$ cat src/rtl/fir_rx_pkg.sv
package fir_rx_pkg;

  typedef enum logic {
    ST_SEARCH = 1'b0,
    ST_DATA   = 1'b1
  } rx_state_e;

  localparam int unsigned GRP_CHIPS = 4;
  localparam int unsigned CRC_W     = 32;

  // reflected form of x^32+x^26+x^23+x^22+x^16+x^12+x^11+x^10+x^8+x^7+x^5+x^4+x^2+x+1
  localparam logic [CRC_W-1:0] CRC_POLY_REFL = 32'hEDB8_8320;
  localparam logic [CRC_W-1:0] CRC_RESIDUE   = 32'hDEBB_20E3;

  function automatic logic [CRC_W-1:0] crc_bit(input logic [CRC_W-1:0] c, input logic b);
    logic fb;
    fb = c[0] ^ b;
    crc_bit = (c >> 1) ^ (fb ? CRC_POLY_REFL : '0);
  endfunction

endpackage

$ cat src/rtl/fir_flag_search.sv
module fir_flag_search #(
  parameter int unsigned          FLAG_LEN = 16,
  parameter logic [FLAG_LEN-1:0]  PAT      = 16'h0C0C
) (
  input  logic clk_i,
  input  logic rst_ni,
  input  logic shift_i,
  input  logic clr_i,
  input  logic chip_i,
  output logic hit_o
);
  logic [FLAG_LEN-2:0] sr_q;
  logic [FLAG_LEN-1:0] window;

  assign window = {sr_q, chip_i};
  assign hit_o  = shift_i && (window == PAT);

  always_ff @(posedge clk_i or negedge rst_ni) begin
    if (!rst_ni)      sr_q <= '0;
    else if (clr_i)   sr_q <= '0;
    else if (shift_i) sr_q <= window[FLAG_LEN-2:0];
  end
endmodule

$ cat src/rtl/fir_sym_group.sv
module fir_sym_group
  import fir_rx_pkg::*;
(
  input  logic                 clk_i,
  input  logic                 rst_ni,
  input  logic                 en_i,
  input  logic                 clr_i,
  input  logic                 chip_i,
  output logic                 sym_v_o,
  output logic [GRP_CHIPS-1:0] grp_o,
  output logic                 onehot_o,
  output logic [1:0]           pair_o
);
  localparam int unsigned CW = $clog2(GRP_CHIPS);

  logic [CW-1:0]        cnt_q;
  logic [GRP_CHIPS-2:0] sr_q;

  assign grp_o    = {sr_q, chip_i};
  assign sym_v_o  = en_i && (cnt_q == CW'(GRP_CHIPS-1));
  assign onehot_o = $onehot(grp_o);

  always_comb begin
    unique case (grp_o)
      4'b1000: pair_o = 2'b00;
      4'b0100: pair_o = 2'b01;
      4'b0010: pair_o = 2'b10;
      4'b0001: pair_o = 2'b11;
      default: pair_o = 2'b00;
    endcase
  end

  always_ff @(posedge clk_i or negedge rst_ni) begin
    if (!rst_ni) begin
      cnt_q <= '0;
      sr_q  <= '0;
    end else if (clr_i) begin
      cnt_q <= '0;
      sr_q  <= '0;
    end else if (en_i) begin
      cnt_q <= cnt_q + 1'b1;
      sr_q  <= {sr_q[GRP_CHIPS-3:0], chip_i};
    end
  end
endmodule

$ cat src/rtl/fir_crc_chk.sv
module fir_crc_chk
  import fir_rx_pkg::*;
(
  input  logic       clk_i,
  input  logic       rst_ni,
  input  logic       init_i,
  input  logic       en_i,
  input  logic [1:0] pair_i,
  output logic       match_o
);
  logic [CRC_W-1:0] crc_q;

  assign match_o = (crc_q == CRC_RESIDUE);

  always_ff @(posedge clk_i or negedge rst_ni) begin
    if (!rst_ni)     crc_q <= '1;
    else if (init_i) crc_q <= '1;
    else if (en_i)   crc_q <= crc_bit(crc_bit(crc_q, pair_i[0]), pair_i[1]);
  end
endmodule

$ cat src/rtl/fir_byte_delay.sv
module fir_byte_delay #(
  parameter int unsigned DEPTH = 5
) (
  input  logic       clk_i,
  input  logic       rst_ni,
  input  logic       clr_i,
  input  logic       push_i,
  input  logic [7:0] byte_i,
  input  logic       flush_i,
  output logic       full_o,
  output logic       out_valid_o,
  output logic       out_last_o,
  output logic [7:0] out_byte_o
);
  localparam int unsigned CW = $clog2(DEPTH+1);

  logic [CW-1:0] cnt_q;
  logic [7:0]    stage_q [DEPTH];
  logic          shift;

  assign full_o = (cnt_q == CW'(DEPTH));
  assign shift  = push_i && !clr_i && !flush_i;

  always_ff @(posedge clk_i or negedge rst_ni) begin
    if (!rst_ni) stage_q[0] <= '0;
    else if (shift) stage_q[0] <= byte_i;
  end

  for (genvar s = 1; s < DEPTH; s++) begin : g_stage
    always_ff @(posedge clk_i or negedge rst_ni) begin
      if (!rst_ni) stage_q[s] <= '0;
      else if (shift) stage_q[s] <= stage_q[s-1];
    end
  end

  always_ff @(posedge clk_i or negedge rst_ni) begin
    if (!rst_ni) begin
      cnt_q       <= '0;
      out_valid_o <= 1'b0;
      out_last_o  <= 1'b0;
      out_byte_o  <= '0;
    end else begin
      out_valid_o <= 1'b0;
      out_last_o  <= 1'b0;
      if (clr_i) begin
        cnt_q <= '0;
      end else if (flush_i) begin
        if (full_o) begin
          out_valid_o <= 1'b1;
          out_last_o  <= 1'b1;
          out_byte_o  <= stage_q[DEPTH-1];
        end
        cnt_q <= '0;
      end else if (push_i) begin
        if (full_o) begin
          out_valid_o <= 1'b1;
          out_byte_o  <= stage_q[DEPTH-1];
        end else begin
          cnt_q <= cnt_q + 1'b1;
        end
      end
    end
  end
endmodule

$ cat src/rtl/fir_4ppm_rx.sv
module fir_4ppm_rx
  import fir_rx_pkg::*;
#(
  parameter int unsigned         FLAG_LEN  = 16,
  parameter logic [FLAG_LEN-1:0] START_PAT = 16'h0C0C,
  parameter logic [FLAG_LEN-1:0] STOP_PAT  = 16'h0C06,
  parameter int unsigned         FCS_BYTES = 4
) (
  input  logic       clk_i,
  input  logic       rst_ni,
  input  logic       chip_valid_i,
  input  logic       chip_i,
  output logic [7:0] byte_o,
  output logic       byte_valid_o,
  output logic       byte_last_o,
  output logic       crc_ok_o,
  output logic       abort_o
);
  localparam int unsigned STOP_GRPS = FLAG_LEN / GRP_CHIPS;
  localparam int unsigned SIW       = (STOP_GRPS > 1) ? $clog2(STOP_GRPS) : 1;
  localparam int unsigned DEPTH     = FCS_BYTES + 1;

  rx_state_e      state_q;
  logic [SIW-1:0] stop_idx_q;
  logic [1:0]     pair_cnt_q;
  logic [7:0]     asm_q;

  logic start_hit, sym_v, onehot, crc_match, dl_full;
  logic [GRP_CHIPS-1:0] grp;
  logic [1:0] pair;
  logic [GRP_CHIPS-1:0] stop_grps [STOP_GRPS];

  for (genvar g = 0; g < STOP_GRPS; g++) begin : g_stop
    assign stop_grps[g] = STOP_PAT[FLAG_LEN-1-GRP_CHIPS*g -: GRP_CHIPS];
  end

  fir_flag_search #(.FLAG_LEN(FLAG_LEN), .PAT(START_PAT)) u_start (
    .clk_i   (clk_i),
    .rst_ni  (rst_ni),
    .shift_i (chip_valid_i && (state_q == ST_SEARCH)),
    .clr_i   (start_hit),
    .chip_i  (chip_i),
    .hit_o   (start_hit)
  );

  fir_sym_group u_grp (
    .clk_i    (clk_i),
    .rst_ni   (rst_ni),
    .en_i     (chip_valid_i && (state_q == ST_DATA)),
    .clr_i    (start_hit),
    .chip_i   (chip_i),
    .sym_v_o  (sym_v),
    .grp_o    (grp),
    .onehot_o (onehot),
    .pair_o   (pair)
  );

  logic data_sym, stop_sym, stop_done, bad_sym, good_end, abort, byte_done;

  assign data_sym  = sym_v && onehot && (stop_idx_q == '0);
  assign stop_sym  = sym_v && !onehot && (grp == stop_grps[stop_idx_q]);
  assign stop_done = stop_sym && (stop_idx_q == SIW'(STOP_GRPS-1));
  assign bad_sym   = sym_v && !data_sym && !stop_sym;
  assign good_end  = stop_done && (pair_cnt_q == 2'd0) && dl_full;
  assign abort     = bad_sym || (stop_done && !good_end);
  assign byte_done = data_sym && (pair_cnt_q == 2'd3);

  fir_crc_chk u_crc (
    .clk_i   (clk_i),
    .rst_ni  (rst_ni),
    .init_i  (start_hit),
    .en_i    (data_sym),
    .pair_i  (pair),
    .match_o (crc_match)
  );

  fir_byte_delay #(.DEPTH(DEPTH)) u_dly (
    .clk_i       (clk_i),
    .rst_ni      (rst_ni),
    .clr_i       (abort || start_hit),
    .push_i      (byte_done),
    .byte_i      ({pair, asm_q[7:2]}),
    .flush_i     (good_end),
    .full_o      (dl_full),
    .out_valid_o (byte_valid_o),
    .out_last_o  (byte_last_o),
    .out_byte_o  (byte_o)
  );

  always_ff @(posedge clk_i or negedge rst_ni) begin
    if (!rst_ni) begin
      state_q    <= ST_SEARCH;
      stop_idx_q <= '0;
      pair_cnt_q <= '0;
      asm_q      <= '0;
      abort_o    <= 1'b0;
      crc_ok_o   <= 1'b0;
    end else begin
      abort_o  <= abort;
      crc_ok_o <= good_end && crc_match;
      if (start_hit) begin
        state_q    <= ST_DATA;
        stop_idx_q <= '0;
        pair_cnt_q <= '0;
      end else if (stop_done || bad_sym) begin
        state_q    <= ST_SEARCH;
        stop_idx_q <= '0;
      end else if (stop_sym) begin
        stop_idx_q <= stop_idx_q + 1'b1;
      end
      if (data_sym) begin
        pair_cnt_q <= pair_cnt_q + 1'b1;
        asm_q      <= {pair, asm_q[7:2]};
      end
    end
  end
endmodule

$ cat config.mk
export PLATFORM = sky130hd
export DESIGN_NAME = fir_4ppm_rx
export DESIGN_NICKNAME = d
export VERILOG_FILES = /design/src/rtl/fir_rx_pkg.sv /design/src/rtl/fir_flag_search.sv /design/src/rtl/fir_sym_group.sv /design/src/rtl/fir_crc_chk.sv /design/src/rtl/fir_byte_delay.sv /design/src/rtl/fir_4ppm_rx.sv
export SDC_FILE = /design/constraint.sdc
export NUM_CORES = 1
export LEC_CHECK = 0
export BUFFER_PORTS_ARGS = -buffer_cell sky130_fd_sc_hd__buf_2
export CAP_MARGIN = 20
export CORE_MARGIN = 3
export CORE_UTILIZATION = 55
export DETAILED_ROUTE_END_ITERATION = 10
export PLACE_DENSITY_LB_ADDON = 0.08
export SKIP_LAST_GASP = 1
export SYNTH_ARGS = -nofsm -noshare
export SYNTH_HDL_FRONTEND = slang
export SYNTH_SLANG_ARGS = --single-unit
$ cat constraint.sdc
create_clock -name clk_i -period 3.3 [get_ports clk_i]
set_input_delay 0.165 -clock clk_i [delete_from_list [all_inputs] [get_ports clk_i]]
set_output_delay 0.165 -clock clk_i [all_outputs]
set_load 0.01 [all_outputs]
==> qor.yml, run 1 <==
edff_count_synth: 0
floorplan.core_area_um2: 9280
timing.critical_path.from_type: "flip-flop"
detail_route.first_pass.iterations: 4
synthMostInstantiatedCell: "nand2_1"
synth_common_cells: "181 x nand2_1, 86 x dfrtp_1, 32 x dfstp_2, 20 x o21ai_0, 17 x a2bb2oi_2"
synth_nets: 509
cts.htree.levels: 4
detailroute.via_count: 3439
layout_setup_ws_ns: 0.245
global_route.overflow_total: 0
area_growth_pct: 16.1
run_status: "complete, no violations"
numClockSinks: 118
grt_pass1_vias: 3444
total_leakage_power_nw: 2.97
data_arrival_at_the_endpoint_of_the_critical_path_ns: 3.44
hold_viol_final: 0
sw_frac_of_total_pct: 31.7
post_route_cells_drive_above_1_share_pct: 24.0
yosysWarnings: 0
fin_skew_ns: 0.00919
cts_inserted_buffers: 17
criticalPathCategory: "flip-flop to flip-flop"
synth_cell_type_count: 47
grt_setup_unrepaired: "no"
clock.fmax_mhz: 327
gp_congestion: 0.829
total_power_density_per_cell_area_nw_per_um2: 937
ys.flop_type: "dfrtp_1"
syn_area_per_cell_um2: 10.8
min_path_type: "input pin to flip-flop"
ir_drop_mv: 0.771
yosys_reg_bits: 118
finalWorstPathRequiredPeriod_ns: 3.06
worst_setup_hold_path_clk_slew_ns: 0.06
drt_iter0_markers: 160
die_height_um: 104
postCtsSetupRepairBufs: 0
post-place-ws_ns: 0.278
dieWidth_um: 104
cts-root-buf: "clkbuf_8"
total_negative_setup_slack_ns: 0
die_area_um2: 10800
end_kind: "flip-flop"
design.final.nets: 537
groute.usage.overall_pct: 19.2
num_antenna_cells: 0
final_area_um2: 6120
path_max_fanout: 8
synthDominantCellAreaShare_pct: 40.8
detail_route.vias_per_cell: 5.23
comb_power_share_pct: 28.0
postPlaceCellArea_um2: 5490
start_util_pct: 56.8
power.internal_mw: 3.92
clockBufferDepth: 2
synth_largest_area_cell: "dfrtp_1"
fillCellCount: 729
post-route-drc-count: 0
maxSlewViolCount: 0
average_wire_per_cell_in_the_routed_design_um: 14.2
dp_hpwl_um: 5980
grt_start_max_net_pins: 81
worst_skew_pair.late_latency_ns: 0.51
synth_async_sr_flop_share_pct: 100
cts_repair_resize_count: 0
number_of_antenna_violations_at_the_first_check_in_global_routing: 0
timing.max_slew.rel_slack_pct: 39.3
design_power_mw: 5.74
post_synth_design_cell_area_um2: 5270
drv_cap: 0
seqPwrFrac_pct: 40.3
timing.final.setup_violations: 0
power_switching_mw: 1.82
rows: 35
hold_buffers: 2
power.share.clock_pct: 31.7
floorplan.io_pins: 16
required_ns: 3.69
buffer_ports.inserted: 15
fraction_of_the_yosys_area_taken_by_sequential_cells_pct: 56.8
totalWireLength_um: 9360
layout_worst_path_cycle_share_pct: 92.6
slack_of_the_worst_reg_to_reg_path_ns: 0.24
route.antenna.remaining_nets: 0
post_synth_main_area_contributors: "dfrtp_1 41%, dfstp_2 16%, nand2_1 13%"
cts_tree: "built"
synthesized_instance_count: 488
grt_first_pass_wirelength_um: 16600
actual_transition_at_the_worst_max_transition_pin_ns: 0.909
## critical path: stages, from the launching register on
cell,delay [ns]
dfrtp_1,0.43
inv_1,0.10
ha_1,0.31
ha_1,0.22
fa_1,0.46
and4bb_2,0.36
and2_1,0.16
nand2_1,0.10
o21ai_2,0.40
mux2_2,0.39
## power by group through the flow
stage | Sequential (mW) | Combinational, mW | Clock [mW]
global placement | 2.31 | 1.56 | 0
CTS | 2.31 | 1.62 | 1.86
global route | 2.37 | 1.80 | 1.92
detailed placement | 2.32 | 1.61 | 0
floorplan | 2.24 | 1.29 | 0
finish | 2.31 | 1.60 | 1.82
## registers in the layout, summed over array words and instances, names as in the netlist
name / cells
u_dly.stage_q: 40
u_crc.crc_q: 32
u_start.sr_q: 15
u_dly.out_byte_o: 8
asm_q: 6
u_dly.cnt_q: 3
u_grp.sr_q: 3
pair_cnt_q: 2
stop_idx_q: 2
u_grp.cnt_q: 2
abort_o: 1
crc_ok_o: 1
state_q: 1
u_dly.out_last_o: 1
u_dly.out_valid_o: 1
## cell type report
cell class	instances	area [um2]	area share, %
Timing Repair Buffer	30	220	3.60
Sequential cell	118	2990	48.9
Clock inverter	13	155	2.53
Multi-Input combinational cell	338	2110	34.5
Tap cell	129	161	2.64
Inverter	11	41.3	0.674
Clock buffer	19	442	7.21
## cells in the final DEF, fill, tap and decap left out, types with 6 or more instances in the layout
| cell type | netlist | layout |
|---|---|---|
| nand2_1 | 181 | 181 |
| dfrtp_1 | 86 | 86 |
| dfstp_2 | 32 | 32 |
| o21ai_0 | 20 | 20 |
| a2bb2oi_2 | 17 | 17 |
| ha_1 | 16 | 16 |
| clkbuf_16 | 0 | 16 |
| xnor2_1 | 15 | 15 |
| buf_2 | 2 | 14 |
| o22a_1 | 13 | 13 |
| buf_4 | 0 | 12 |
| inv_1 | 11 | 11 |
| nand3_1 | 11 | 11 |
| mux2_2 | 8 | 8 |
| xor2_1 | 6 | 6 |
## stage by stage
| step | utilization [%] | hold slack, ns | std cells |
|---|---|---|---|
| 3_3_place_gp | 59.1 | 0.384 | 623 |
| 4_1_cts | 65.7 | 0.0324 | 657 |
| 2_1_floorplan | - | -0.131 | 488 |
| 3_5_place_dp | 59.1 | 0.388 | 623 |
| 5_1_grt | 65.9 | 0.0807 | 658 |
| 6_report | 65.9 | 0.0475 | 658 |
## metal layers
metal	track usage (%)	wire, um	part of all wire (%)
met1	26.5	4490	48
met2	28.9	4410	47
met3	5.96	313	3.3
met4	6.84	146	1.6
met5	0	0	0
## final timing paths
kind,endpoint,startpoint,cells past startpoint
setup reg to reg,u_dly.out_byte_o[4],u_grp.sr_q[1],9
setup / recovery,u_dly.out_byte_o[4],u_grp.sr_q[1],9
hold reg to reg,u_dly.stage_q[3],u_dly.stage_q[3],2
max in group asynchronous,u_crc.crc_q[6],rst_ni,3
hold / removal,u_start.sr_q[0],chip_i,3
min in group asynchronous,u_start.sr_q[5],rst_ni,2
## cells by family after synthesis
group,count (synthesis),synth area share [%]
DFF,118,56.8
AOI/OAI and AO/OA,62,10.7
and+or+nand+nor,227,19.0
adders and majority gates,17,4.18
xor gates and xnor gates,24,4.41
muxes,8,1.71
buffers and inverters,32,3.23
Note: power is estimated with default switching activity, not from simulation.
==> inputs of run 2 (changes only) <==
--- a/config.mk
+++ b/config.mk
@@ -15,3 +15,4 @@
 export SYNTH_ARGS = -nofsm -noshare
 export SYNTH_HDL_FRONTEND = slang
+export SYNTH_HIERARCHICAL = 1
 export SYNTH_SLANG_ARGS = --single-unit
==> constraint.sdc (replaced) <==
create_clock -name clk_i -period 3.3 [get_ports clk_i]
set_input_delay 0.33 -clock clk_i [delete_from_list [all_inputs] [get_ports clk_i]]
set_output_delay 0.33 -clock clk_i [all_outputs]
set_load 0.05 [all_outputs]
==> qor.yml, run 2 <==
combinational_family_with_the_most_area_after_synthesis: "multiplexers"
slack_of_the_worst_reg_to_reg_path_ns: 0.11  # -0.14 ns
area_growth_pct: 19.7
worst_skew_pair.late_latency_ns: 0.51  # about the same
clockBufferDepth: 2  # unchanged
ys.flop_type: "dfrtp_1"
cp.buffers_inverters: 3  # +2
seqPwrFrac_pct: 43.7  # +3.4 points
fraction_of_the_yosys_area_taken_by_sequential_cells_pct: 54.0  # -2.8 points
num_antenna_cells: 0  # unchanged
synth_nets: 444  # -13%
fillCellCount: 707  # -3.0%
average_wire_per_cell_in_the_routed_design_um: 15.7  # +10%
run_status: "complete, no violations"
min_path_type: "input pin to flip-flop"
gp_congestion: 0.747  # -9.9%
biggestRegsByFlops: "u_dly/stage_q x40, u_crc/crc_q x32, u_start/sr_q x15"
detailroute.via_count: 3264  # -5.1%
yosys_reg_bits: 118  # unchanged
rows: 36  # +2.9%
holdPathStages: 4  # +1
floorplan.io_pins: 16  # unchanged
drt_iter0_markers: 104  # -35%
synthDominantCellAreaShare_pct: 38.8  # -2.0 points
synthesized_instance_count: 426  # -13%
finalWorstPathRequiredPeriod_ns: 3.19  # +0.137 ns
synth_cell_type_count: 53  # +13%
place.detailed.instances: 576  # -7.5%
syn_area_per_cell_um2: 13.0  # +20%
cp_slowest_stage_delay_ns: 0.40  # -0.06 ns
power.internal_mw: 2.81  # -28%
worst_path_slowest_cell: "dfrtp_2"
hold-path-endpoint: "u_grp/sr_q[0]"
yosysWarnings: 6  # +6
worstReg2RegStart: "u_grp/sr_q[0]"
final_area_um2: 6640  # +8.4%
post_synth_fa_ha_maj_area_fraction_pct: 3.29  # -0.88 points
number_of_antenna_violations_at_the_first_check_in_global_routing: 0  # unchanged
grt_first_pass_wirelength_um: 16500  # -0.95%
detail_route.vias_per_cell: 5.30  # +1.4%
timing.final.setup_violations: 0  # unchanged
maxSlewViolCount: 0  # unchanged
total_leakage_power_nw: 3.37  # +13%
global_route.overflow_total: 0  # unchanged
grt_start_max_net_pins: 91  # +12%
dr_wl_met2_um: 4770  # +8.3%
timing.max_slew.rel_slack_pct: 37.4  # -1.9 points
timing.critical_path.from_type: "flip-flop"
power_switching_mw: 0.849  # -53%
layout_worst_path_cycle_share_pct: 96.7  # +4.2 points
hold_viol_final: 0  # unchanged
postPlaceCellArea_um2: 5850  # +6.7%
worst_setup_hold_path_clk_slew_ns: 0.06  # about the same
power.share.clock_pct: 50.4  # +19 points
design_power_mw: 3.66  # -36%
clock.fmax_mhz: 313  # -4.3%
grt_pass1_vias: 3350  # -2.7%
dieWidth_um: 106  # +2.4%
total_power_density_per_cell_area_nw_per_um2: 551  # -41%
cts.htree.levels: 4  # unchanged
totalWireLength_um: 9670  # +3.3%
numClockSinks: 118  # unchanged
synth_common_cells: "86 x dfrtp_1, 45 x mux2_2, 32 x dfstp_2, 27 x a211o_1, 27 x nor2_1"
criticalPathCategory: "flip-flop to flip-flop"
data_arrival_at_the_endpoint_of_the_critical_path_ns: 3.59  # +0.15 ns
yosys.area_share.simple_pct: 12.5  # -6.5 points
post_synthesis_compound_gate_area_fraction_pct: 6.82  # -3.9 points
route.antenna.remaining_nets: 0  # unchanged
synth_largest_area_cell: "dfrtp_1"
comb_power_share_pct: 5.9  # -22 points
post-route-drc-count: 0  # unchanged
buffer_ports.inserted: 15  # unchanged
dr.max_layer_used: "met4"
reg2reg_depth: 13  # +4
layout_common_cells: "85 x dfrtp_1, 45 x mux2_2, 32 x dfstp_2"
start_util_pct: 56.7  # -0.072 points
die_area_um2: 11300  # +4.9%
post-place-ws_ns: -0.196  # -0.475 ns
hold_start: "chip_i"
synth.area.mux_share_pct: 13.5  # +12 points
instances_no_fill: 616  # -6.4%
groute.usage.overall_pct: 18.7  # -0.49 points
largest_register_ffs: 40  # unchanged
design.final.nets: 488  # -9.1%
fin_skew_ns: 0.00657  # -0.00263 ns
required_ns: 3.70  # about the same
cts-root-buf: "clkbuf_8"
post_synthesis_xor_xnor_area_fraction_pct: 6.07  # +1.7 points
path_max_fanout: 10  # +2
largest_register: "u_dly/stage_q"
end_kind: "flip-flop"
total_negative_setup_slack_ns: 0  # unchanged
post-route-util_pct: 67.9  # +2.0 points
layout.cells.most_common: "dfrtp_1"
post_route_cells_drive_above_1_share_pct: 37.1  # +13 points
edff_count_synth: 0  # unchanged
drv_cap: 0  # unchanged
worst_path_dominant_cell_family: "adder cells"
sw_frac_of_total_pct: 23.2  # -8.5 points
layout_setup_ws_ns: 0.108  # -0.137 ns
post_synth_design_cell_area_um2: 5540  # +5.1%
post_synth_main_area_contributors: "dfrtp_1 39%, dfstp_2 15%, mux2_2 9.1%"
die_height_um: 106  # +2.4%
floorplan.core_area_um2: 9770  # +5.3%
r2r_end: "u_dly/stage_q[27]"
wl_met1_um: 4510  # +0.33%
worstPathCellList: "inv_2 -> ha_4 -> fa_2 -> ha_4 -> nor3b_4 -> nor3b_2 -> and3_4 -> a31oi_4 -> a211o_4 -> nor3b_4 -> buf_6 -> clkbuf_16 -> mux2_2"
ir_drop_mv: 0.366  # -53%
dp_hpwl_um: 5500  # -8.2%
grt_setup_unrepaired: "yes"
actual_transition_at_the_worst_max_transition_pin_ns: 0.934  # +0.0251 ns
cts_inserted_buffers: 17  # unchanged
synthMostInstantiatedCell: "dfrtp_1"
detail_route.first_pass.iterations: 4  # unchanged
synth_async_sr_flop_share_pct: 100  # unchanged
cts_tree: "built"
timing.hold.ws_ns: 0.271  # +0.223 ns
met3WireLength_um: 297  # -5.1%
## run 2: worst max-delay path by stage
stage                                to  slack (ns)     startpoint  depth (start not counted)
floorplan              u_dly/stage_q[0]       0.002  u_grp/sr_q[0]                         13
global placement      u_dly/stage_q[23]       -0.08         chip_i                         13
detailed placement     u_dly/stage_q[8]       -0.20         chip_i                         13
CTS                 u_dly/out_byte_o[6]        0.03  u_grp/sr_q[0]                         13
global route          u_dly/stage_q[13]      -0.003  u_grp/sr_q[0]                         13
finish                u_dly/stage_q[27]        0.11  u_grp/sr_q[0]                         13
## run 2: what timing repair did
| item | 4_1_cts | 5_1_grt |
|---|---|---|
| pin swaps | 7 | 4 |
| setup buffers | 4 | 0 |
| resized for setup | 12 | 1 |
| hold endpoints to repair | 28 | 0 |
| cloned | 2 | 1 |
| endpoints found under the setup margin | 48 | 42 |
| hold buffers | 1 | 0 |
## run 2: cell families after synthesis
| kind of cell | Yosys count |
|---|---|
| flip-flops | 118 |
| buffers and inverters | 32 |
| AND/OR/NAND/NOR | 118 |
| adder cells (fa/ha/maj) | 14 |
| AO/OA/AOI/OAI | 49 |
| XOR/XNOR | 26 |
| multiplexers | 69 |
## run 2: power groups by stage
stage,sequential [mW],combinational [mW],clock (mW)
3_5_place_dp,1.62,0.216,0
6_report,1.60,0.217,1.84
3_3_place_gp,1.62,0.209,0
4_1_cts,1.60,0.222,1.89
5_1_grt,1.61,0.244,1.95
2_1_floorplan,1.60,0.158,0
## run 2: cell type report
cell class | instances | area (um2) | share of cell area [%]
well taps | 133 | 166 | 2.51
clock buffers | 18 | 428 | 6.45
flip-flops and latches | 118 | 2990 | 45.1
multi-input cells | 276 | 2410 | 36.4
repair buffers | 47 | 423 | 6.37
clock inverters | 14 | 175 | 2.64
inverters | 10 | 37.5 | 0.566
## run 2: per-layer routing
| metal | up-vias | track usage [%] |
|---|---|---|
| met2 | 47 | 29.5 |
| li1 | 1578 | - |
| met3 | 10 | 4.31 |
| met5 | - | 0 |
| met1 | 1629 | 24.7 |
| met4 | 0 | 8.60 |
## run 2: worst min-delay path, stage by stage
cell and delay [ns]:
buf_2 0.09, buf_4 0.16, mux2i_1 0.08, nor2_1 0.08
==> inputs of run 3 (changes only) <==
- CORE_ASPECT_RATIO: default -> 1.25
- PLACE_DENSITY: default -> 0.72
- PLACE_DENSITY_LB_ADDON: 0.08 -> default
==> qor.yml, run 3 (synthesis results as in run 2) <==
post-place-ws_ns: -0.180  # +0.0161 ns
gp_congestion: 0.833  # +11%
run_status: "complete, no violations"
floorplan.core_area_um2: 9710  # -0.67%
clockBufferDepth: 2  # unchanged
data_arrival_at_the_endpoint_of_the_critical_path_ns: 3.58  # about the same
detail_route.vias_per_cell: 5.50  # +3.8%
timing.final.setup_violations: 0  # unchanged
timing.hold.ws_ns: 0.351  # +0.0808 ns
actual_transition_at_the_worst_max_transition_pin_ns: 0.955  # +0.0208 ns
detailroute.via_count: 3354  # +2.8%
largest_register_ffs: 40  # unchanged
ir_drop_mv: 0.320  # -13%
biggestRegsByFlops: "u_dly/stage_q x40, u_crc/crc_q x32, u_start/sr_q x15"
design.final.nets: 489  # +0.20%
post-route-util_pct: 69.1  # +1.2 points
cts-root-buf: "clkbuf_16"
die_area_um2: 11300  # about the same
rows: 40  # +11%
fillCellCount: 661  # -6.5%
hold_viol_final: 0  # unchanged
grt_pass1_vias: 3646  # +8.8%
layout.cells.most_common: "dfrtp_1"
clock.fmax_mhz: 305  # -2.7%
post_route_cells_drive_above_1_share_pct: 37.6  # +0.54 points
drv_cap: 0  # unchanged
total_leakage_power_nw: 3.41  # +0.94%
detail_route.first_pass.iterations: 5  # +1
total_power_density_per_cell_area_nw_per_um2: 543  # -1.5%
dp_hpwl_um: 5940  # +8.1%
totalWireLength_um: 10400  # +8.0%
cts_tree: "built"
start_util_pct: 57.1  # +0.38 points
timing.critical_path.from_type: "flip-flop"
design_power_mw: 3.64  # -0.51%
numClockSinks: 118  # unchanged
layout_worst_path_cycle_share_pct: 99.5  # +2.7 points
place.detailed.instances: 566  # -1.7%
min_path_type: "input pin to flip-flop"
slack_of_the_worst_reg_to_reg_path_ns: 0.02  # -0.09 ns
postPlaceCellArea_um2: 5840  # -0.32%
total_negative_setup_slack_ns: 0  # unchanged
grt_first_pass_wirelength_um: 17600  # +6.8%
end_kind: "flip-flop"
largest_register: "u_dly/stage_q"
area_growth_pct: 20.9
maxSlewViolCount: 0  # unchanged
groute.usage.overall_pct: 20.0  # +1.3 points
final_area_um2: 6710  # +1.0%
layout_setup_ws_ns: 0.0177  # -0.0899 ns
required_ns: 3.59  # -0.11 ns
path_max_fanout: 10  # unchanged
post-route-drc-count: 0  # unchanged
route.antenna.remaining_nets: 0  # unchanged
grt_start_max_net_pins: 79  # -13%
multi_input_area_um2: 2460  # +2.0%
final-seq-area_um2: 2990  # unchanged
cts_inserted_buffers: 17  # unchanged
floorplan.io_pins: 16  # unchanged
global_route.overflow_total: 0  # unchanged
drt_iter0_markers: 122  # +17%
die_height_um: 118  # +11%
layout_common_cells: "85 x dfrtp_1, 36 x mux2_2, 32 x dfstp_2"
worst_skew_pair.late_latency_ns: 0.41  # -0.10 ns
cts.htree.levels: 4  # unchanged
buffer_ports.inserted: 15  # unchanged
number_of_antenna_violations_at_the_first_check_in_global_routing: 0  # unchanged
worst_setup_hold_path_clk_slew_ns: 0.06  # about the same
timing.max_slew.rel_slack_pct: 36.0  # -1.4 points
grt_setup_unrepaired: "yes"
fin_skew_ns: 0.00443  # -0.00213 ns
finalWorstPathRequiredPeriod_ns: 3.28  # +0.0899 ns
instances_no_fill: 610  # -0.97%
num_antenna_cells: 0  # unchanged
average_wire_per_cell_in_the_routed_design_um: 17.1  # +9.0%
criticalPathCategory: "flip-flop to flip-flop"
dieWidth_um: 95.8  # -10%
## run 3: what timing repair did
item	in CTS	in global routing
endpoints found under the hold margin	28	0
setup buffers	7	1
gates resized for setup	9	17
hold buffers	1	0
cloned	2	2
pin swaps	6	6
endpoints found under the setup margin	40	49
## run 3: worst paths after layout
check,start,end,cells after the start
hold / removal,chip_i,u_start/sr_q[0],4
min in group asynchronous,rst_ni,u_dly/cnt_q[0],2
hold reg to reg,asm_q[3],asm_q[3],2
max in group asynchronous,rst_ni,u_crc/crc_q[17],3
setup reg to reg,u_grp/sr_q[0],u_dly/stage_q[23],13
setup / recovery,u_grp/sr_q[0],u_dly/stage_q[23],13
## run 3: metal layers
layer  routed length, um  GRT usage (%)  up-vias
met2                5560           33.9       38
met1                4430           24.0     1720
met4                 199           7.83        0
met3                 251           4.84       21
met5                   0              0        -
li1                    -              -     1575
## run 3: critical path, stage by stage (launching register included)
cell	delay (ns)
dfrtp_2	0.41
inv_2	0.08
ha_4	0.20
fa_2	0.41
ha_4	0.29
nor3b_4	0.05
nor3b_2	0.21
and3_4	0.25
a31oi_4	0.09
a211o_4	0.29
nor3b_4	0.23
buf_6	0.16
clkbuf_16	0.16
mux2_2	0.33
## run 3: area by class of cell
class                      count  area share (%)
multi-input combinational    276            36.7
clock inverter                15            2.52
tap                          126            2.35
sequential                   118            44.7
clock buffer                  17            6.34
timing repair buffer          48            6.87
inverter                      10           0.560
## run 3: power by group
group	total, mW	switching, mW	leakage [nW]	internal, mW
Clock	1.83	0.701	0.283	1.13
Sequential	1.60	0.0692	1.48	1.53
Combinational	0.215	0.109	1.64	0.106
Total	3.64	0.879	3.41	2.76
